[config.mk]
export PLATFORM = sky130hd
export DESIGN_NAME = adc_frame_ctrl
export DESIGN_NICKNAME = d
export VERILOG_FILES = /design/src/rtl/adc_frame_pkg.sv /design/src/rtl/adc_cmd_pack.sv /design/src/rtl/adc_sclk_div.sv /design/src/rtl/adc_frame_seq.sv /design/src/rtl/adc_frame_ctrl.sv
export SDC_FILE = /design/constraint.sdc
export NUM_CORES = 1
export LEC_CHECK = 0
export ABC_AREA = 1
export ABC_CLOCK_PERIOD_IN_PS = 1500
export CAP_MARGIN = 20
export CORE_AREA = 5 5 82 84
export CTS_CLUSTER_DIAMETER = 120
export CTS_CLUSTER_SIZE = 28
export DETAILED_ROUTE_END_ITERATION = 10
export DIE_AREA = 0 0 87 89
export PLACE_DENSITY_LB_ADDON = 0.25
export RECOVER_POWER = 50
export SETUP_SLACK_MARGIN = 0.02
export SLEW_MARGIN = 40
export SYNTH_ARGS = -nofsm -noshare
export SYNTH_HDL_FRONTEND = slang
export SYNTH_HIERARCHICAL = 1
export SYNTH_SLANG_ARGS = --single-unit
export TNS_END_PERCENT = 100
[constraint.sdc]
create_clock -name clk -period 1.5 [get_ports clk]
set_input_delay 0.3 -clock clk [delete_from_list [all_inputs] [get_ports clk]]
set_output_delay 0.3 -clock clk [all_outputs]
set_load 0.03 [all_outputs]
[src/rtl/adc_frame_pkg.sv]
package adc_frame_pkg;
   localparam int CMD_BITS   = 8;
   localparam int RES_BITS   = 16;
   localparam int FRAME_CLKS = 24;

   typedef enum logic [1:0] {
      PM_SLEEP    = 2'b00,
      PM_RESERVED = 2'b01,
      PM_CONV_CLK = 2'b10,
      PM_AWAKE    = 2'b11
   } pwr_mode_e;

   typedef enum logic [1:0] {
      ST_IDLE,
      ST_FRAME,
      ST_GAP
   } seq_state_e;
endpackage

[src/rtl/adc_cmd_pack.sv]
module adc_cmd_pack
   import adc_frame_pkg::*;
#(
   parameter int CH_W = 3
) (
   input  logic [CH_W-1:0]     channel,
   input  logic                single_ended,
   input  logic [1:0]          pwr_mode,
   output logic [CMD_BITS-1:0] cmd_byte,
   output logic                reserved
);
   pwr_mode_e mode;

   always_comb begin
      mode     = pwr_mode_e'(pwr_mode);
      reserved = (mode == PM_RESERVED);
      cmd_byte = {1'b1, channel, 1'b0, single_ended, pwr_mode};
   end
endmodule

[src/rtl/adc_sclk_div.sv]
module adc_sclk_div #(
   parameter int HALF_DIV = 4
) (
   input  logic clk,
   input  logic rst_n,
   input  logic run,
   output logic tick
);
   generate
      if (HALF_DIV == 1) begin : g_direct
         assign tick = run;
      end else begin : g_count
         localparam int DW = $clog2(HALF_DIV);
         logic [DW-1:0] cnt;

         always_ff @(posedge clk or negedge rst_n) begin
            if (!rst_n)                         cnt <= '0;
            else if (!run)                      cnt <= '0;
            else if (cnt == DW'(HALF_DIV - 1))  cnt <= '0;
            else                                cnt <= cnt + 1'b1;
         end

         assign tick = run && (cnt == DW'(HALF_DIV - 1));
      end
   endgenerate
endmodule

[src/rtl/adc_frame_seq.sv]
module adc_frame_seq
   import adc_frame_pkg::*;
#(
   parameter int GAP_CYC    = 8,
   parameter bit CHECK_BUSY = 1'b1
) (
   input  logic                clk,
   input  logic                rst_n,
   input  logic                start,
   input  logic [CMD_BITS-1:0] cmd_byte,
   input  logic                reserved,
   input  logic                tick,
   input  logic                miso,
   input  logic                busy,
   output logic                run,
   output logic                cs_n,
   output logic                sclk,
   output logic                mosi,
   output logic                ready,
   output logic [RES_BITS-1:0] result,
   output logic                valid,
   output logic                req_err,
   output logic                busy_timeout
);
   localparam int EDGES     = 2 * FRAME_CLKS;
   localparam int HW        = $clog2(EDGES);
   localparam int GW        = $clog2(GAP_CYC + 1);
   localparam int LAST_EDGE = EDGES - 1;
   localparam int FIRST_CAP = 2 * CMD_BITS;

   seq_state_e          state;
   logic [HW-1:0]       edge_idx;
   logic [GW-1:0]       gap_cnt;
   logic [CMD_BITS-1:0] shreg;
   logic [RES_BITS-1:0] cap;
   logic                accept;
   logic                rise_tick;
   logic                fall_tick;
   logic                frame_end;
   logic                cap_busy;

   assign run       = (state == ST_FRAME);
   assign ready     = (state == ST_IDLE);
   assign accept    = ready && start && !reserved;
   assign rise_tick = run && tick && !sclk;
   assign fall_tick = run && tick && sclk;
   assign frame_end = fall_tick && (edge_idx == HW'(LAST_EDGE));
   assign cap_busy  = rise_tick && (edge_idx == HW'(FIRST_CAP));
   assign mosi      = !cs_n && shreg[CMD_BITS-1];

   always_ff @(posedge clk or negedge rst_n) begin
      if (!rst_n) begin
         state    <= ST_IDLE;
         edge_idx <= '0;
         gap_cnt  <= '0;
         shreg    <= '0;
         cap      <= '0;
         result   <= '0;
         cs_n     <= 1'b1;
         sclk     <= 1'b0;
         valid    <= 1'b0;
         req_err  <= 1'b0;
      end else begin
         valid   <= 1'b0;
         req_err <= ready && start && reserved;
         case (state)
            ST_IDLE: begin
               if (accept) begin
                  state    <= ST_FRAME;
                  cs_n     <= 1'b0;
                  shreg    <= cmd_byte;
                  edge_idx <= '0;
               end
            end
            ST_FRAME: begin
               if (tick) begin
                  sclk     <= !sclk;
                  edge_idx <= edge_idx + 1'b1;
                  if (rise_tick && edge_idx >= HW'(FIRST_CAP))
                     cap <= {cap[RES_BITS-2:0], miso};
                  if (fall_tick)
                     shreg <= {shreg[CMD_BITS-2:0], 1'b0};
                  if (frame_end) begin
                     state   <= ST_GAP;
                     cs_n    <= 1'b1;
                     valid   <= 1'b1;
                     result  <= cap;
                     gap_cnt <= '0;
                  end
               end
            end
            ST_GAP: begin
               if (gap_cnt == GW'(GAP_CYC - 1)) state <= ST_IDLE;
               gap_cnt <= gap_cnt + 1'b1;
            end
            default: state <= ST_IDLE;
         endcase
      end
   end

   generate
      if (CHECK_BUSY) begin : g_busy_watch
         logic busy_seen;
         always_ff @(posedge clk or negedge rst_n) begin
            if (!rst_n) begin
               busy_seen    <= 1'b0;
               busy_timeout <= 1'b0;
            end else begin
               if (accept)        busy_seen <= 1'b0;
               else if (cap_busy) busy_seen <= busy;
               busy_timeout <= frame_end && !busy_seen;
            end
         end
      end else begin : g_busy_off
         logic unused_busy;
         assign unused_busy  = busy ^ cap_busy;
         assign busy_timeout = 1'b0;
      end
   endgenerate
endmodule

[src/rtl/adc_frame_ctrl.sv]
module adc_frame_ctrl
   import adc_frame_pkg::*;
#(
   parameter int CH_W       = 3,
   parameter int RES_W      = 16,
   parameter int HALF_DIV   = 4,
   parameter bit CHECK_BUSY = 1'b1
) (
   input  logic             clk,
   input  logic             rst_n,
   input  logic             start,
   input  logic [CH_W-1:0]  channel,
   input  logic             single_ended,
   input  logic [1:0]       pwr_mode,
   output logic             ready,
   output logic [RES_W-1:0] result,
   output logic             valid,
   output logic             req_err,
   output logic             busy_timeout,
   output logic             adc_cs_n,
   output logic             adc_sclk,
   output logic             adc_mosi,
   input  logic             adc_miso,
   input  logic             adc_busy
);
   localparam int GAP_CYC = 2 * HALF_DIV;

   if (CH_W != 3) begin : g_bad_ch
      $error("CH_W must be 3 to fill the channel field of the command byte");
   end
   if (RES_W != RES_BITS) begin : g_bad_res
      $error("RES_W must equal the 16-bit result length of the frame");
   end
   if (HALF_DIV < 1) begin : g_bad_div
      $error("HALF_DIV must be at least 1");
   end

   logic [CMD_BITS-1:0] cmd_byte;
   logic                reserved;
   logic                run;
   logic                tick;
   logic [RES_BITS-1:0] res_int;

   adc_cmd_pack #(.CH_W(CH_W)) u_pack (
      .channel      (channel),
      .single_ended (single_ended),
      .pwr_mode     (pwr_mode),
      .cmd_byte     (cmd_byte),
      .reserved     (reserved)
   );

   adc_sclk_div #(.HALF_DIV(HALF_DIV)) u_div (
      .clk   (clk),
      .rst_n (rst_n),
      .run   (run),
      .tick  (tick)
   );

   adc_frame_seq #(.GAP_CYC(GAP_CYC), .CHECK_BUSY(CHECK_BUSY)) u_seq (
      .clk          (clk),
      .rst_n        (rst_n),
      .start        (start),
      .cmd_byte     (cmd_byte),
      .reserved     (reserved),
      .tick         (tick),
      .miso         (adc_miso),
      .busy         (adc_busy),
      .run          (run),
      .cs_n         (adc_cs_n),
      .sclk         (adc_sclk),
      .mosi         (adc_mosi),
      .ready        (ready),
      .result       (res_int),
      .valid        (valid),
      .req_err      (req_err),
      .busy_timeout (busy_timeout)
   );

   assign result = RES_W'(res_int);
endmodule

==> reports/results.tsv, run 1 <==
metric	value	unit
CTS tree	built	
critical path's largest stage delay	420	ps
Setup-failing EPs final	0	
layout cell share with drive strength beyond 1	28.93	%
met3 Use GR	4.240	%
Switching Share	22.66	%
drt wl/cell	12.01	microns
Ys Warns	6	
Hold Violations, Final	0	
P_int	2.240	mW
switching power	656.2	uW
Max-Cap Viols	0	
Crit-path slowest cell	dfrtp_1	
crit end category	register	
DR vias/cell	4.666	
Synth Area in Simple Gates	19.89	%
Die ar.	0.007743	sq mm
Final WS setup	31.37	ps
library cells used by synthesis	30	
total wire length	5175	microns
DRC	0	
Iteration-0 DRC Markers	100	
GRT Resource Usage Total	14.46	%
clock sinks	60	
Initial Util	48.16	%
final std cells w/o fill	431	
Synth Area in Compound Gates	13.45	%
Worst-path clk slew	70	ps
maximum clock insertion buffer count	2	
Max Clk Rate	680.9	MHz
worst-margin pin slew	790.6	ps
Max VDD drop	0.0006023	V
setup slack at placement	-82.11	ps
Worst Skew	6.703	ps
I/O Pins	34	
fin crit share	97.91	%
CORE AREA	0.005851	sq mm
width of the die	87	microns
commonest non-fill, non-tap cell in the layout	nand2_1	
post-synthesis xor/xnor area fraction	0.9325	%
max_slew headroom	47.29	%
Syn Std Cell Area	0.002818	sq mm
Post-DRT Antenna Nets	0	
status	finished, final reports clean	
routed vias	2011	
Worst EP required	1710	ps
IO Port Bufs	33	
combinational power share	2.4	%
area delta synth->final	25.40	%
final instance area	0.003533	sq mm
Tot Pwr	2.896	mW
Clk pwr share	41.7	%
net count reported at finish	366	
Die Height	89	microns
most frequent cells in the layout	nand2_1 (65), dfrtp_1 (59), inv_1 (36)	
Startpoint Class	register	
Syn Area/Cell	9.299	sq um
Reg power frac	55.9	%
max-slew violation count	0	
grt total ovfl	0	
Lkg Pwr	1.802	nW
detailed placement HPWL	3334	microns
initial antenna violation count	0	
post-place instance area	0.003272	sq mm
RSZ-0062 raised after global routing	true	
vias in the first global route	1867	
post-layout minimum cycle time	1469	ps
CP cell instances	ha_2 > nand3_4 > nor3_4 > nand2_4 > buf_12 > nand2_2 > o21ai_2	
Seq/Total Area, Yosys	53.33	%
GRT met1 Usage	20.62	%
Rows	28	
CTS Buf Count	9	
Post-Synth Adder-Cell Area	1.776	%
clk_lat worst skew	320	ps
Synth Instances	303	
clock root buffer	clkbuf_8	
GR Layer Usage met2	20.29	%
worst hold margin	441.8	ps
pin count of the biggest net entering global routing	61	
class of the most critical hold timing path	reg2reg	
DR pass1 iterations	4	
first-pass GRT wire length	8687	microns
critical path class	reg2reg	
Diodes inserted	0	
Mapped Nets	318	
crit path max fanout	16	
placed insts	409	
H-tree depth	3	
Yosys reg bits	60	
Pwr Density	819.6	mW/mm^2
Final Wtd Congestion	0.8116	
endpoint arrival time on the critical path	1680	ps
grt peak-use layer	met1	
post-synthesis mux area share	0	%
largest family of logic cells by synthesized area	simple AND/OR/NAND/NOR gates	
repair_timing:
action / 4_1_cts / 5_1_grt
setup buffers: 0 / 3
gates resized for setup: 25 / 19
pin swaps: 0 / 6
hold endpoints to repair: 59 / 0
hold buffers: 1 / 0
gates cloned: 0 / 2
endpoints found under the setup margin: 24 / 43
critical path: cells and delay by family (launching register included):
family,cells,cell delay [ps]
flops,1,420
buf+inv,1,170
compound gates,1,50
simple gates,4,480
fa+ha+maj,1,240
power by group through the flow:
stage	combinational, mW	clock (mW)	sequential, mW
finish	0.0705	1.21	1.62
global route	0.0819	1.34	1.62
CTS	0.0790	1.24	1.62
detailed placement	0.0768	0	1.65
global placement	0.0767	0	1.65
floorplan	0.0199	0	1.65
worst paths after layout:
path	from	to	slack, ps	depth (start not counted)
min	u_seq/g_busy_watch.busy_seen	u_seq/busy_timeout	440	1
max	u_seq/edge_idx[1]	u_seq/result[13]	30	7
max reg2reg	u_seq/edge_idx[1]	u_seq/result[13]	30	7
min reg2reg	u_seq/g_busy_watch.busy_seen	u_seq/busy_timeout	440	1
max in group asynchronous	rst_n	u_seq/valid	290	3
min in group asynchronous	rst_n	u_seq/result[12]	700	3
metrics by stage:
stage               setup TNS, ps  util (%)
floorplan                       0         -
global placement           -434.1     55.92
detailed placement         -824.0     55.92
CTS                        -4.118     58.68
global route               -757.2     60.39
finish                          0     60.39
metal layers:
metal	vias to the layer above	routed length, microns
li1	1042	-
met1	933	2586
met2	32	2340
met3	4	202
met4	0	45
met5	-	0
registers in the layout, indices dropped and copies added (netlist names):
signal,cells
u_seq/g_busy_watch.busy_seen,1
u_seq/shreg,8
u_seq/valid,1
u_seq/req_err,1
u_seq/state,2
u_div/g_count.cnt,2
u_seq/sclk,1
u_seq/gap_cnt,4
u_seq/result,16
u_seq/cap,16
u_seq/busy_timeout,1
u_seq/cs_n,1
u_seq/edge_idx,6
cells by family after synthesis:
group,Yosys count
simple gates,120
flops,60
compound gates,58
buf+inv,56
fa+ha+maj,4
xor+xnor,3
other cells,2
synthesized netlist by cell type, drive strengths merged:
| master | n | area, sq um |
|---|---|---|
| nand3 | 14 | 75.07 |
| ha | 4 | 50.05 |
| nor4 | 1 | 6.260 |
| nand4 | 2 | 12.51 |
| nor3 | 2 | 15.01 |
| o21ai | 53 | 347.8 |
| a21oi | 3 | 15.01 |
| clkbuf | 1 | 5.000 |
| xor2 | 3 | 26.28 |
| conb | 2 | 7.510 |
| dfrtp | 59 | 1476 |
| dfstp | 1 | 26.28 |
| o211ai | 1 | 7.510 |
| nor2 | 15 | 83.83 |
| a31o | 1 | 8.760 |
| or2 | 2 | 12.51 |
| inv | 39 | 146.4 |
| buf | 16 | 140.1 |
| nand2 | 84 | 355.3 |
layout make-up:
class	instances	area [sq um]
Inverter	39	146.4
Fill cell	504	2317
Multi-Input combinational cell	188	1114
Timing Repair Buffer	53	516.7
Clock inverter	5	28.78
Clock buffer	11	131.4
Tap cell	75	93.84
Sequential cell	60	1503
No activity file was read; power rests on OpenSTA's default activity.
==> run 2: changes to the inputs <==
ABC_CLOCK_PERIOD_IN_PS = 1600   (was 1500)
CORE_AREA = 5 5 79 81   (was 5 5 82 84)
CTS_CLUSTER_DIAMETER = 80   (was 120)
DIE_AREA = 0 0 84 86   (was 0 0 87 89)
clock period = 1.6 ns   (was 1.5 ns; I/O delays follow)
==> reports/results.tsv, run 2 (same netlist as run 1, synthesis figures left out) <==
metric	value	unit	change
status	finished, final reports clean		
I/O Pins	34		unchanged
max-slew violation count	0		unchanged
area delta synth->final	23.49	%	
total wire length	5190	microns	+0.29%
Rows	27		-3.6%
met3 Use GR	4.419	%	+0.18 points
Final WS setup	70.77	ps	+39.40 ps
width of the die	84	microns	-3.4%
Final Wtd Congestion	0.8327		+2.6%
setup tns final	0	ps	unchanged
R2R Path Start	u_seq/state[1]		
clock sinks	60		unchanged
Setup-failing EPs final	0		unchanged
Post-DRT Antenna Nets	0		unchanged
Startpoint Class	register		
clock root buffer	clkbuf_8		
GRT Resource Usage Total	16.50	%	+2.0 points
Max-Cap Viols	0		unchanged
detailed placement HPWL	3475	microns	+4.2%
Worst EP required	1280	ps	-430 ps
GRT met1 Usage	20.70	%	+0.084 points
Worst-path clk slew	60	ps	about the same
maximum clock insertion buffer count	2		unchanged
IO Port Bufs	33		unchanged
clk_lat worst skew	340	ps	+20 ps
GR Layer Usage met2	25.38	%	+5.1 points
net count reported at finish	360		-1.6%
grt total ovfl	0		unchanged
CTS Buf Count	9		unchanged
Die ar.	0.007224	sq mm	-6.7%
flop2flop setup slack	150	ps	+120 ps
RSZ-0062 raised after global routing	false		
Worst Skew	6.512	ps	-0.1915 ps
hold endpoint	u_seq/busy_timeout		
setup slack at placement	16.42	ps	+98.53 ps
biggest regs	u_seq/cap x16, u_seq/result x16, u_seq/shreg x8		
Diodes inserted	0		unchanged
R2R depth	8		+1
RR Endpoint	u_seq/edge_idx[5]		
crit path max fanout	3		-13
Hold Violations, Final	0		unchanged
grt peak-use layer	met2		
CORE AREA	0.005405	sq mm	-7.6%
max_slew headroom	47.49	%	+0.20 points
Initial Util	52.13	%	+4.0 points
class of the most critical hold timing path	reg2reg		
DRC	0		unchanged
CTS tree	built		
initial antenna violation count	0		unchanged
drt wl/cell	12.30	microns	+2.4%
critical path class	reg2out		
Die Height	86	microns	-3.4%
commonest non-fill, non-tap cell in the layout	nand2_1		
fin crit share	95.58	%	
H-tree depth	3		unchanged
vias in the first global route	2096		+12%
endpoint arrival time on the critical path	1210	ps	-470 ps
pin count of the biggest net entering global routing	61		unchanged
Lkg Pwr	1.790	nW	-0.65%
post-layout minimum cycle time	1529	ps	
first-pass GRT wire length	9439	microns	+8.7%
DR vias/cell	4.780		+2.4%
worst-margin pin slew	787.6	ps	-3.000 ps
crit end category	output pin		
layout cell share with drive strength beyond 1	23.71	%	-5.2 points
Pwr Density	941.0	mW/mm^2	+15%
Iteration-0 DRC Markers	84		-16%
hold depth	1		unchanged
Max Clk Rate	653.9	MHz	
Max VDD drop	0.0005325	V	-12%
most frequent cells in the layout	nand2_1 (72), dfrtp_1 (59), inv_1 (36)		
routed vias	2017		+0.30%
HP Start	u_seq/g_busy_watch.busy_seen		
DR pass1 iterations	4		unchanged
==> run 2: worst max-delay path, stage by stage (launching register included) <==
cell             delay (ps)
dfstp_2                 550
nor2_1                   50
clkdlybuf4s15_2         270
==> run 2: area by class of cell <==
type	count	area [sq um]
timing repair buffer	47	436.7
tap	72	90.09
clock inverter	4	95.09
inverter	39	146.4
sequential	60	1503
fill	456	1926
multi-input combinational	188	1054
clock buffer	12	155.1
==> run 2: where the power goes <==
| group | switching, mW | internal [mW] | total (mW) |
|---|---|---|---|
| Sequential | 0 | 1.52 | 1.52 |
| Clock | 0.577 | 1.12 | 1.70 |
| Combinational | 0.0366 | 0.0255 | 0.0620 |
==> run 2: timing repair <==
item | 4_1_cts | 5_1_grt
endpoints found under the setup margin | 23 | 31
cloned | 0 | 1
endpoints found under the hold margin | 59 | 0
pin swaps | 0 | 2
hold buffers | 1 | 0
setup buffers | 0 | 1
gates resized for setup | 28 | 5
==> run 2: how the worst max path moves through the flow <==
stage,start,end,cells after the start
5_1_grt,u_seq/cs_n,adc_mosi,2
2_1_floorplan,u_seq/state[1],u_seq/shreg[7],10
3_3_place_gp,pwr_mode[0],u_seq/shreg[0],8
6_report,u_seq/cs_n,adc_mosi,2
4_1_cts,u_seq/cs_n,adc_mosi,2
3_5_place_dp,pwr_mode[0],u_seq/shreg[3],8
==> run 2: metal layers <==
layer  wire [microns]  up-vias
met5                0        -
met4              123        0
met3              189       11
met2             2407       31
met1             2470      943
li1                 -     1032
==> run 2: metrics by stage <==
stage	hold slack [ps]	area (sq um)	utilization (%)	power, mW	std cells
global route	455.4	3480	64.38	3.409	422
CTS	428.0	3462	64.05	3.325	420
global placement	350.5	3216	59.49	1.613	403
floorplan	24.41	2820	-	1.564	303
detailed placement	351.2	3216	59.49	1.613	403
finish	427.9	3480	64.38	3.274	422
